File: src/rtl/issue_pkg.sv
package issue_pkg;
  localparam int INSN_W = 32;
  localparam int RF_AW  = 7;
  localparam int NSLOT  = 3;

  typedef struct packed {
    logic                        odd;
    logic [NSLOT-1:0]            use_src;
    logic [RF_AW-1:0]            rt;
    logic [NSLOT-1:0][RF_AW-1:0] src;
  } dec_t;
endpackage

File: src/rtl/iss_decode.sv
module iss_decode
  import issue_pkg::*;
(
  input  logic [INSN_W-1:0] insn,
  output dec_t              dec
);
  logic [2:0] cnt;

  always_comb begin
    cnt         = insn[30:28];
    dec.odd     = insn[31];
    dec.rt      = insn[27:21];
    dec.src[0]  = insn[13:7];
    dec.src[1]  = insn[20:14];
    dec.src[2]  = insn[6:0];
    for (int k = 0; k < NSLOT; k++)
      dec.use_src[k] = (cnt > 3'(k));
  end
endmodule

File: src/rtl/iss_scoreboard.sv
module iss_scoreboard #(
  parameter int NREG = 128,
  parameter int AW   = 7,
  parameter int LAT0 = 3,
  parameter int LAT1 = 2,
  parameter int NQ   = 8
) (
  input  logic               clk,
  input  logic               rst_n,
  input  logic [1:0]         set_en,
  input  logic [1:0][AW-1:0] set_addr,
  input  logic [NQ-1:0][AW-1:0] q_addr,
  output logic [NQ-1:0]      q_busy
);
  localparam int MAXLAT = (LAT0 > LAT1) ? LAT0 : LAT1;
  localparam int CW     = $clog2(MAXLAT + 1);

  logic [CW-1:0] cnt [NREG];

  always_ff @(posedge clk) begin
    if (!rst_n) begin
      for (int r = 0; r < NREG; r++) cnt[r] <= '0;
    end else begin
      for (int r = 0; r < NREG; r++) begin
        if (set_en[0] && set_addr[0] == AW'(r))      cnt[r] <= CW'(LAT0);
        else if (set_en[1] && set_addr[1] == AW'(r)) cnt[r] <= CW'(LAT1);
        else if (cnt[r] != '0)                       cnt[r] <= cnt[r] - 1'b1;
      end
    end
  end

  always_comb
    for (int q = 0; q < NQ; q++)
      q_busy[q] = (cnt[q_addr[q]] > CW'(1));


  waw_even_chk: assert property (@(posedge clk) disable iff (!rst_n)
    set_en[0] |-> cnt[set_addr[0]] <= CW'(1))
    else $error("even issue over in-flight target");

  waw_odd_chk: assert property (@(posedge clk) disable iff (!rst_n)
    set_en[1] |-> cnt[set_addr[1]] <= CW'(1))
    else $error("odd issue over in-flight target");

  pair_tgt_chk: assert property (@(posedge clk) disable iff (!rst_n)
    (set_en == 2'b11) |-> set_addr[0] != set_addr[1])
    else $error("paired issue with equal targets");
endmodule

File: src/rtl/iss_wb_pipe.sv
module iss_wb_pipe #(
  parameter int DEPTH = 3,
  parameter int AW    = 7
) (
  input  logic          clk,
  input  logic          rst_n,
  input  logic          in_en,
  input  logic [AW-1:0] in_addr,
  output logic          out_en,
  output logic [AW-1:0] out_addr
);
  logic          st_v [DEPTH];
  logic [AW-1:0] st_a [DEPTH];

  always_ff @(posedge clk) begin
    if (!rst_n) begin
      for (int i = 0; i < DEPTH; i++) begin
        st_v[i] <= 1'b0;
        st_a[i] <= '0;
      end
    end else begin
      st_v[0] <= in_en;
      st_a[0] <= in_addr;
      for (int i = 1; i < DEPTH; i++) begin
        st_v[i] <= st_v[i-1];
        st_a[i] <= st_a[i-1];
      end
    end
  end

  assign out_en   = st_v[DEPTH-1];
  assign out_addr = st_a[DEPTH-1];
endmodule

File: src/rtl/pair_issue_unit.sv
module pair_issue_unit
  import issue_pkg::*;
#(
  parameter int EVEN_LAT = 3,
  parameter int ODD_LAT  = 2
) (
  input  logic                   clk,
  input  logic                   rst_n,
  input  logic                   in_valid,
  output logic                   in_ready,
  input  logic [INSN_W-1:0]      in_insn0,
  input  logic [INSN_W-1:0]      in_insn1,
  output logic                   ev_valid,
  output logic [INSN_W-1:0]      ev_insn,
  output logic                   od_valid,
  output logic [INSN_W-1:0]      od_insn,
  output logic [2*NSLOT-1:0]     rd_en,
  output logic [2*NSLOT*RF_AW-1:0] rd_addr,
  output logic [2*NSLOT-1:0]     rd_fwd,
  output logic [2*NSLOT-1:0]     rd_fwd_src,
  output logic [1:0]             wr_en,
  output logic [2*RF_AW-1:0]     wr_addr
);
  localparam int NREG = 1 << RF_AW;
  localparam int NQ   = 2 * (NSLOT + 1);

  logic [1:0]              pend_q;
  logic [1:0][INSN_W-1:0]  insn_q;
  dec_t                    dec [2];
  logic [NQ-1:0][RF_AW-1:0] q_addr;
  logic [NQ-1:0]           q_busy;
  logic [1:0]              rdy, iss;
  logic                    raw_in_pair, pair_ok, accept;
  logic [1:0]              pv;
  logic [INSN_W-1:0]       pins [2];
  dec_t                    pd [2];

  // slot decoders
  for (genvar s = 0; s < 2; s++) begin : g_dec
    iss_decode u_dec (.insn(insn_q[s]), .dec(dec[s]));
  end

  // hazard queries: per slot, sources then target
  always_comb begin
    for (int s = 0; s < 2; s++) begin
      for (int k = 0; k < NSLOT; k++) q_addr[s*(NSLOT+1)+k] = dec[s].src[k];
      q_addr[s*(NSLOT+1)+NSLOT] = dec[s].rt;
    end
  end

  iss_scoreboard #(.NREG(NREG), .AW(RF_AW), .LAT0(EVEN_LAT), .LAT1(ODD_LAT), .NQ(NQ)) u_sb (
    .clk(clk), .rst_n(rst_n),
    .set_en(pv), .set_addr({pd[1].rt, pd[0].rt}),
    .q_addr(q_addr), .q_busy(q_busy)
  );

  always_comb begin
    for (int s = 0; s < 2; s++)
      rdy[s] = !(|(q_busy[s*(NSLOT+1) +: NSLOT] & dec[s].use_src)) &&
               !q_busy[s*(NSLOT+1)+NSLOT];
    raw_in_pair = 1'b0;
    for (int k = 0; k < NSLOT; k++)
      if (dec[1].use_src[k] && dec[1].src[k] == dec[0].rt) raw_in_pair = 1'b1;
    pair_ok = !dec[0].odd && dec[1].odd && !raw_in_pair && (dec[1].rt != dec[0].rt);
    iss[0]  = pend_q[0] && rdy[0];
    iss[1]  = pend_q[1] && rdy[1] && (pend_q[0] ? (iss[0] && pair_ok) : 1'b1);
    in_ready = ((pend_q & ~iss) == 2'b00);
    accept   = in_valid && in_ready;
  end

  always_ff @(posedge clk) begin
    if (!rst_n) begin
      pend_q <= 2'b00;
      insn_q <= '0;
    end else if (accept) begin
      pend_q <= 2'b11;
      insn_q <= {in_insn1, in_insn0};
    end else begin
      pend_q <= pend_q & ~iss;
    end
  end

  // pipe steering, read ports and write-back lines
  for (genvar p = 0; p < 2; p++) begin : g_pipe
    logic from0, from1;
    assign from0   = iss[0] && (dec[0].odd == 1'(p));
    assign from1   = iss[1] && (dec[1].odd == 1'(p));
    assign pv[p]   = from0 || from1;
    assign pins[p] = from0 ? insn_q[0] : insn_q[1];
    assign pd[p]   = from0 ? dec[0] : dec[1];

    iss_wb_pipe #(.DEPTH(p == 0 ? EVEN_LAT : ODD_LAT), .AW(RF_AW)) u_wb (
      .clk(clk), .rst_n(rst_n),
      .in_en(pv[p]), .in_addr(pd[p].rt),
      .out_en(wr_en[p]), .out_addr(wr_addr[p*RF_AW +: RF_AW])
    );

    for (genvar k = 0; k < NSLOT; k++) begin : g_port
      localparam int PI = p*NSLOT + k;
      logic m0, m1, en;
      assign en = pv[p] && pd[p].use_src[k];
      assign m0 = wr_en[0] && wr_addr[0 +: RF_AW]     == pd[p].src[k];
      assign m1 = wr_en[1] && wr_addr[RF_AW +: RF_AW] == pd[p].src[k];
      assign rd_en[PI]                   = en;
      assign rd_addr[PI*RF_AW +: RF_AW]  = pd[p].src[k];
      assign rd_fwd[PI]                  = en && (m0 || m1);
      assign rd_fwd_src[PI]              = m1 && !m0;
    end
  end

  assign ev_valid = pv[0];
  assign ev_insn  = pins[0];
  assign od_valid = pv[1];
  assign od_insn  = pins[1];


  wr_distinct_chk: assert property (@(posedge clk) disable iff (!rst_n)
    (wr_en == 2'b11) |-> wr_addr[0 +: RF_AW] != wr_addr[RF_AW +: RF_AW])
    else $error("both write ports on one register");

  even_class_chk: assert property (@(posedge clk) disable iff (!rst_n)
    ev_valid |-> !ev_insn[31])
    else $error("odd-class instruction on even pipe");

  odd_class_chk: assert property (@(posedge clk) disable iff (!rst_n)
    od_valid |-> od_insn[31])
    else $error("even-class instruction on odd pipe");

  hold_chk: assert property (@(posedge clk) disable iff (!rst_n)
    (in_valid && in_ready) |=> (ev_valid || od_valid || !in_ready))
    else $error("accepted pair neither issued nor held");
endmodule

File: config.mk
export PLATFORM = sky130hd
export DESIGN_NAME = pair_issue_unit
export DESIGN_NICKNAME = d
export VERILOG_FILES = /design/src/rtl/issue_pkg.sv /design/src/rtl/iss_decode.sv /design/src/rtl/iss_scoreboard.sv /design/src/rtl/iss_wb_pipe.sv /design/src/rtl/pair_issue_unit.sv
export SDC_FILE = /design/constraint.sdc
export NUM_CORES = 2
export LEC_CHECK = 0
export BUFFER_PORTS_ARGS = -buffer_cell sky130_fd_sc_hd__buf_4
export CAP_MARGIN = 20
export CORE_UTILIZATION = 37
export DETAILED_ROUTE_END_ITERATION = 8
export SYNTH_ARGS = -nofsm -noshare
export SYNTH_HDL_FRONTEND = slang
export SYNTH_SLANG_ARGS = --single-unit
File: constraint.sdc
create_clock -name clk -period 7.25 [get_ports clk]
set_input_delay 2.175 -clock clk [delete_from_list [all_inputs] [get_ports clk]]
set_output_delay 2.175 -clock clk [all_outputs]
set_load 0.01 [all_outputs]
[Word level (Yosys, flattened, before mapping)]
Memory sizes are Yosys's and may differ from the RTL's. A register that Yosys moved wholly into a read port is not among the register bits.
Index checks and enable logic that the tools add are counted.
Storage, ports and cells
  bits in registers: 66
  memories: 5
  logic and storage cells: 3233
  output and inout port bits: 143
  RAM bits: 296
  bits of input ports: 67
Memory list
  u_sb.cnt: words 128, width 2, read ports 136, clocked after Yosys merged registers in 8, write ports 128, RTL line iss_scoreboard.sv:18  | logic [CW-1:0] cnt [NREG];
  g_pipe[0].u_wb.st_a: words 3, width 7, read ports 3, clocked after Yosys merged registers in 0, write ports 3, RTL line iss_wb_pipe.sv:13  | logic [AW-1:0] st_a [DEPTH];
  g_pipe[1].u_wb.st_a: words 2, width 7, read ports 2, clocked after Yosys merged registers in 0, write ports 2, RTL line iss_wb_pipe.sv:13
  g_pipe[0].u_wb.st_v: words 3, width 1, read ports 3, clocked after Yosys merged registers in 0, write ports 3, RTL line iss_wb_pipe.sv:12  | logic st_v [DEPTH];
  g_pipe[1].u_wb.st_v: words 2, width 1, read ports 2, clocked after Yosys merged registers in 0, write ports 2, RTL line iss_wb_pipe.sv:12
Cells by class
  magnitude comparators: 14
  equality and inequality tests: 270
  bitwise operators: 400
  reductions and logical operators: 456
  add/sub/neg operators: 128
  muxes and demuxes: 1957
Operator list (number)
  $mux 1: 1547
  $eq 7x7->1 const B: 128
  $mux 2: 385
  $eq 7x6->1 const B: 64
  $or 1x1->1: 394
  $logic_and 1x1->1: 303
  $reduce_bool 2->1: 128
  $sub 2x1->2 const B: 128
  $eq 7x5->1 const B: 32
  $mux 7: 21
  $eq 7x4->1 const B: 16
  $eq 7x7->1: 15
  $mux 32: 2
  $mux 31: 2
  $eq 7x3->1 const B: 8
  $eq 7x2->1 const B: 4
  $gt 2x1->1 const B: 8
  $eq 7x1->1 const B: 2
  $logic_not 7->1: 2
  $gt 3x1->1 const B: 4
  $logic_not 1->1: 12
  $logic_or 1x1->1: 8
  $ne 7x7->1: 1
  $and 3x3->3: 2
  6 further kinds: 9

[Depth between registers and ports, before layout]
  word-level depth: 20
  depth in mapped cells: 20
  mapped depth without buffers: 13

[Cells and area by module]
Synthesis repeated with hierarchy kept, for this count alone.
Unflattened totals
  cells, all modules: 3652
  area, all modules: 33083.0 sq um
Modules (own cells, without submodules)
  iss_scoreboard: area each 25122.8 sq um, seq. area each 7687.4 sq um, times used 1, cells an instance 2480
  pair_issue_unit: area each 6254.7 sq um, seq. area each 1321.3 sq um, times used 1, cells an instance 1011
  iss_wb_pipe at g_pipe[0].u_wb: area each 728.2 sq um, seq. area each 480.5 sq um, times used 1, cells an instance 57
  iss_wb_pipe at g_pipe[1].u_wb: area each 499.2 sq um, seq. area each 320.3 sq um, times used 1, cells an instance 40
  iss_decode: area each 239.0 sq um, seq. area each 0.0 sq um, times used 2, cells an instance 32

[Least setup slack after synthesis]
Ideal clock, no wire load.
  path kind: register -> output
  from: register (tool-made name)
  to: output port rd_addr[17]
  path slack: 1.338 ns
  data arrival time: 3.737 ns
  cell stages (with the launch flop): 15
  required time: 5.075 ns
  buffers on the path: 6
  cells stage by stage: dfxtp_1 -> buf_2 -> mux4_2 -> mux4_2 -> nand2b_1 -> o211ai_1 -> nand2_1 -> nor4_4 -> nand3b_4 -> buf_6 -> buf_2 -> buf_2 -> buf_1 -> o21ai_0 -> buf_4
RTL lines
  to (decl): RTL line pair_issue_unit.sv:18  | output logic [2*NSLOT*RF_AW-1:0] rd_addr,

==> summary.md <==
| Metric | Value |
|---|---|
| Area Overhead vs Synth | `12.9%` |
| Post-Synth Simple-Gate Area | `16.5%` |
| Synthesized area | `about 36000 um2` |
| RePlAce Congestion | `between 1 and 1.5` |
| Slew margin rel. | `22.8%` |
| Starting Density | `between 30% and 40%` |
| Crit share post-route | `101%` |
| Clock Skew | `approximately 0.056 ns` |
| Sw frac | `a little under half` |
| DR pass1 iterations | `9` |
| WL final | `roughly 170000 um` |
| Post-Syn Instances | `4000` |
| Pint | `8.24 mW` |
| Vias in the first global route | `around 32k` |
| Final Hold Viols | `0` |
| Total grt overflow | `0` |
| Clock share of power | `18.3%` |
| Multiplexer area fraction after synthesis | `around a fifth` |
| Dpl hpwl | `126000 um` |
| Main synth FF type | `edfxtp_1` |
| Initial antenna violation count | `15` |
| Final setup margin | `-0.0675 ns` |
| Layout cells sized above 1 | `a little under a fifth` |
| Synth Area in XOR/XNOR | `between 1.5 and 2%` |
| Seq/Total Area, Yosys | `between 30% and 40%` |
| Core area | `around 95000 um2` |
| Sw Pwr | `between 6 and 7 mW` |
| Worst Path Required | `a little over 5 ns` |
| CP Launch Type | `flop` |
| CTS tree | `done` |
| Combinational Power Share | `a little under half` |
| CP arrival | `a little over 5 ns` |
| Clk sinks | `roughly 420` |
| Leak pwr | `15.7 nW` |
| Ys Warns | `0` |
| Setup Slack @ Placement | `about 0.39 ns` |
| Cts bufs inserted | `51` |
| Die width | `312 um` |
| Critical path class | `flop to output port` |
| Final Core Density | `a little over two fifths` |
| Starting DRT DRC Count | `5876` |
| Fmax achieved | `0.137 GHz` |
| Unrepaired setup endpoints after global routing | `false` |
| Sequential share of power | `between 30% and 40%` |
| Post-synthesis async set-or-reset flop share | `0%` |
| Die area | `~100000 um2` |
| GRT Total Usage | `33.7%` |
| DR vias/cell | `approximately 6.6` |
| Final setup viols | `3` |
| Worst-skew pair later-pin latency | `between 0.6 and 0.7 ns` |
| Syn avg cell area | `~8.9 um2` |
| Violated checks | `setup timing` |
| CTS max path bufs | `3` |
| Port Buf Inserts | `~210` |
| Least-Margin Pin Slew | `roughly 1.1 ns` |
| CTS H-tree lvls | `2` |
| CP max FO | `9` |
| Max-cap violation count | `0` |
| First-pass GRT wire length | `240000 um` |
| Cell Pwr Density | `around 380 nW/um2` |
| DR DRC count | `0` |
| Yosys cell types | `95` |
| Post-route minimum period | `between 7 and 8 ns` |
| DR vias | `35.5k` |
| I/O Pins | `210` |
| Max-slew violations | `0` |
| Largest family of logic cells by synthesized area | `multiplexers` |
| Worst-path clk slew | `0.07 ns` |
| Post-Layout Cell Count | `about 5.4k` |
| Layout Nets | `around 4.3k` |
| Root buffer cell | `clkbuf_16` |
| Rows | `roughly 110` |
| Setup crit end kind | `output port` |
| Status | `finished with violations` |
| Tot Pwr | `around 15 mW` |
| Synth Area in Compound Gates | `roughly 17%` |
| Post-synth EDFFs | `between 200 and 300` |
| Die height | `~310 um` |
| Placed Cells | `roughly 5.2k` |
| Worst min-delay path class | `flop to flop` |
| Number of nets with antenna violations after routing | `0` |
| # fillers | `roughly 9.3k` |
| WL/cell | `around 32 um` |
| Post-synthesis adder-cell area fraction | `4.49%` |
| Net Count, Synth | `~4.2k` |
| Hold Slack | `~0.42 ns` |
| Flops & latches, synth | `418` |
| Largest net degree at the start of global routing | `between 100 and 150` |
| Maximum VDD drop | `0.209 mV` |
-- kinds of logic (layout without fill, tap and decap cells) --
group / Yosys count / after routing
buffers and inverters: 796 / 894
other: 0 / 15
AO/OA/AOI/OAI: 866 / 866
adder cells (fa/ha/maj): 128 / 128
AND/OR/NAND/NOR: 1224 / 1224
multiplexers: 488 / 488
XOR/XNOR: 80 / 80
flip-flops: 418 / 418
-- critical path, stage by stage, from the launching register on --
cell and delay, ns:
dfxtp_1 0.76, nor2b_1 0.62, a2111oi_0 0.26, nand3_1 0.15, nand4_1 0.37, o21ai_0 0.44
nand4_1 0.21, a2111oi_4 0.47, o211ai_1 0.37, o22ai_1 0.43, a21boi_1 0.25, buf_4 0.15
-- cell usage in the layout, fill, tap and decap left out, types with 65 or more instances in the layout --
cell,instances
buf_4,381
nand2_1,343
edfxtp_1,256
nand4_1,67
nor2_1,326
a21oi_1,162
nand3_1,156
and2_1,89
a31oi_1,101
a22oi_1,98
mux4_2,153
nor2b_1,65
mux2i_1,280
o21ai_0,77
dfxtp_1,141
ha_1,128
inv_1,399
-- power groups by stage --
stage          combinational [mW]  sequential [mW]  clock [mW]
2_1_floorplan                4.85             4.10           0
3_3_place_gp                 6.60             5.22           0
3_5_place_dp                 6.67             5.22           0
4_1_cts                      6.74             5.17        2.79
5_1_grt                      7.51             5.29        2.87
6_report                     7.05             5.36        2.78
-- repair_timing --
action                     4_1_cts  5_1_grt
pin swaps                        2        0
hold buffers                     0        0
cloned                           0        0
buffers inserted                 6       20
gates resized for setup          7       15
setup endpoints to repair       13       10
-- synth_stat cells, types with 15 or more instances --
library cell,number,share of area (%)
or3_1,15,0.26
xnor2_1,40,0.98
nor2_1,326,3.4
a21oi_1,162,2.3
buf_1,23,0.24
nor3_1,27,0.38
mux2i_1,284,8.0
buf_2,87,1.2
inv_1,400,4.2
and2_1,89,1.6
nand3_1,157,2.2
ha_1,128,4.5
o21a_1,23,0.48
a221oi_1,22,0.54
mux2_2,48,1.5
mux4_2,153,9.7
or2_2,19,0.33
a22oi_1,98,2.1
edfxtp_1,256,22
a41oi_1,15,0.37
nand4_1,67,1.2
a2111oi_0,15,0.37
o2111ai_1,29,0.71
o31ai_1,23,0.48
a2bb2oi_1,18,0.44
nor2b_1,66,1.2
a211oi_1,22,0.46
o22ai_1,38,0.67
nand2b_1,30,0.53
dfxtp_1,162,9.1
a31oi_1,101,1.8
and3_1,16,0.28
xor2_1,40,0.98
o211ai_1,51,1.1
buf_4,77,1.6
clkbuf_1,196,2.1
nand2_1,344,3.6
o21ai_0,77,1.1
-- routing by layer --
layer / GRT usage (%) / part of all wire [%] / routed length [um] / vias to the layer above
li1: - / - / - / 14800
met1: 44.1 / 38 / 65000 / 17300
met2: 48.1 / 41 / 70300 / 2814
met3: 11.8 / 14 / 24400 / 585
met4: 19.3 / 6.3 / 10800 / 4
met5: 0 / 0.015 / 26 / -
-- stage by stage --
| step | cell area, um2 | TNS (ns) |
|---|---|---|
| 6_report | 40200 | -0.170 |
| 5_1_grt | 40200 | 0 |
| 4_1_cts | 40000 | 0 |
| 3_5_place_dp | 38200 | 0 |
| 3_3_place_gp | 38200 | 0 |
| 2_1_floorplan | 35600 | 0 |
-- path summary, 6_finish.rpt --
path | from | end | slack, ns | depth (start not counted)
worst max register to register | u_sb.cnt[56][1] | u_sb.cnt[105][1] | 1.19 | 15
worst min-delay path | g_pipe[0].u_wb.st_a[0][12] | g_pipe[0].u_wb.st_a[0][19] | 0.42 | 1
worst min register to register | g_pipe[0].u_wb.st_a[0][12] | g_pipe[0].u_wb.st_a[0][19] | 0.42 | 1
worst max-delay path | flop | rd_fwd[4] | -0.07 | 11
-- layout make-up --
| type | count | area (um2) | share of cell area, % |
|---|---|---|---|
| Multi-Input combinational cell | 2786 | 21300 | 53.0 |
| Sequential cell | 418 | 11000 | 27.3 |
| Antenna cell | 15 | 37.5 | 0.0933 |
| Clock buffer | 71 | 1490 | 3.69 |
| Clock inverter | 25 | 272 | 0.675 |
| Inverter | 406 | 1530 | 3.80 |
| Timing Repair Buffer | 392 | 3050 | 7.57 |
| Tap cell | 1265 | 1580 | 3.93 |
Note: power is estimated with default switching activity, not from simulation.
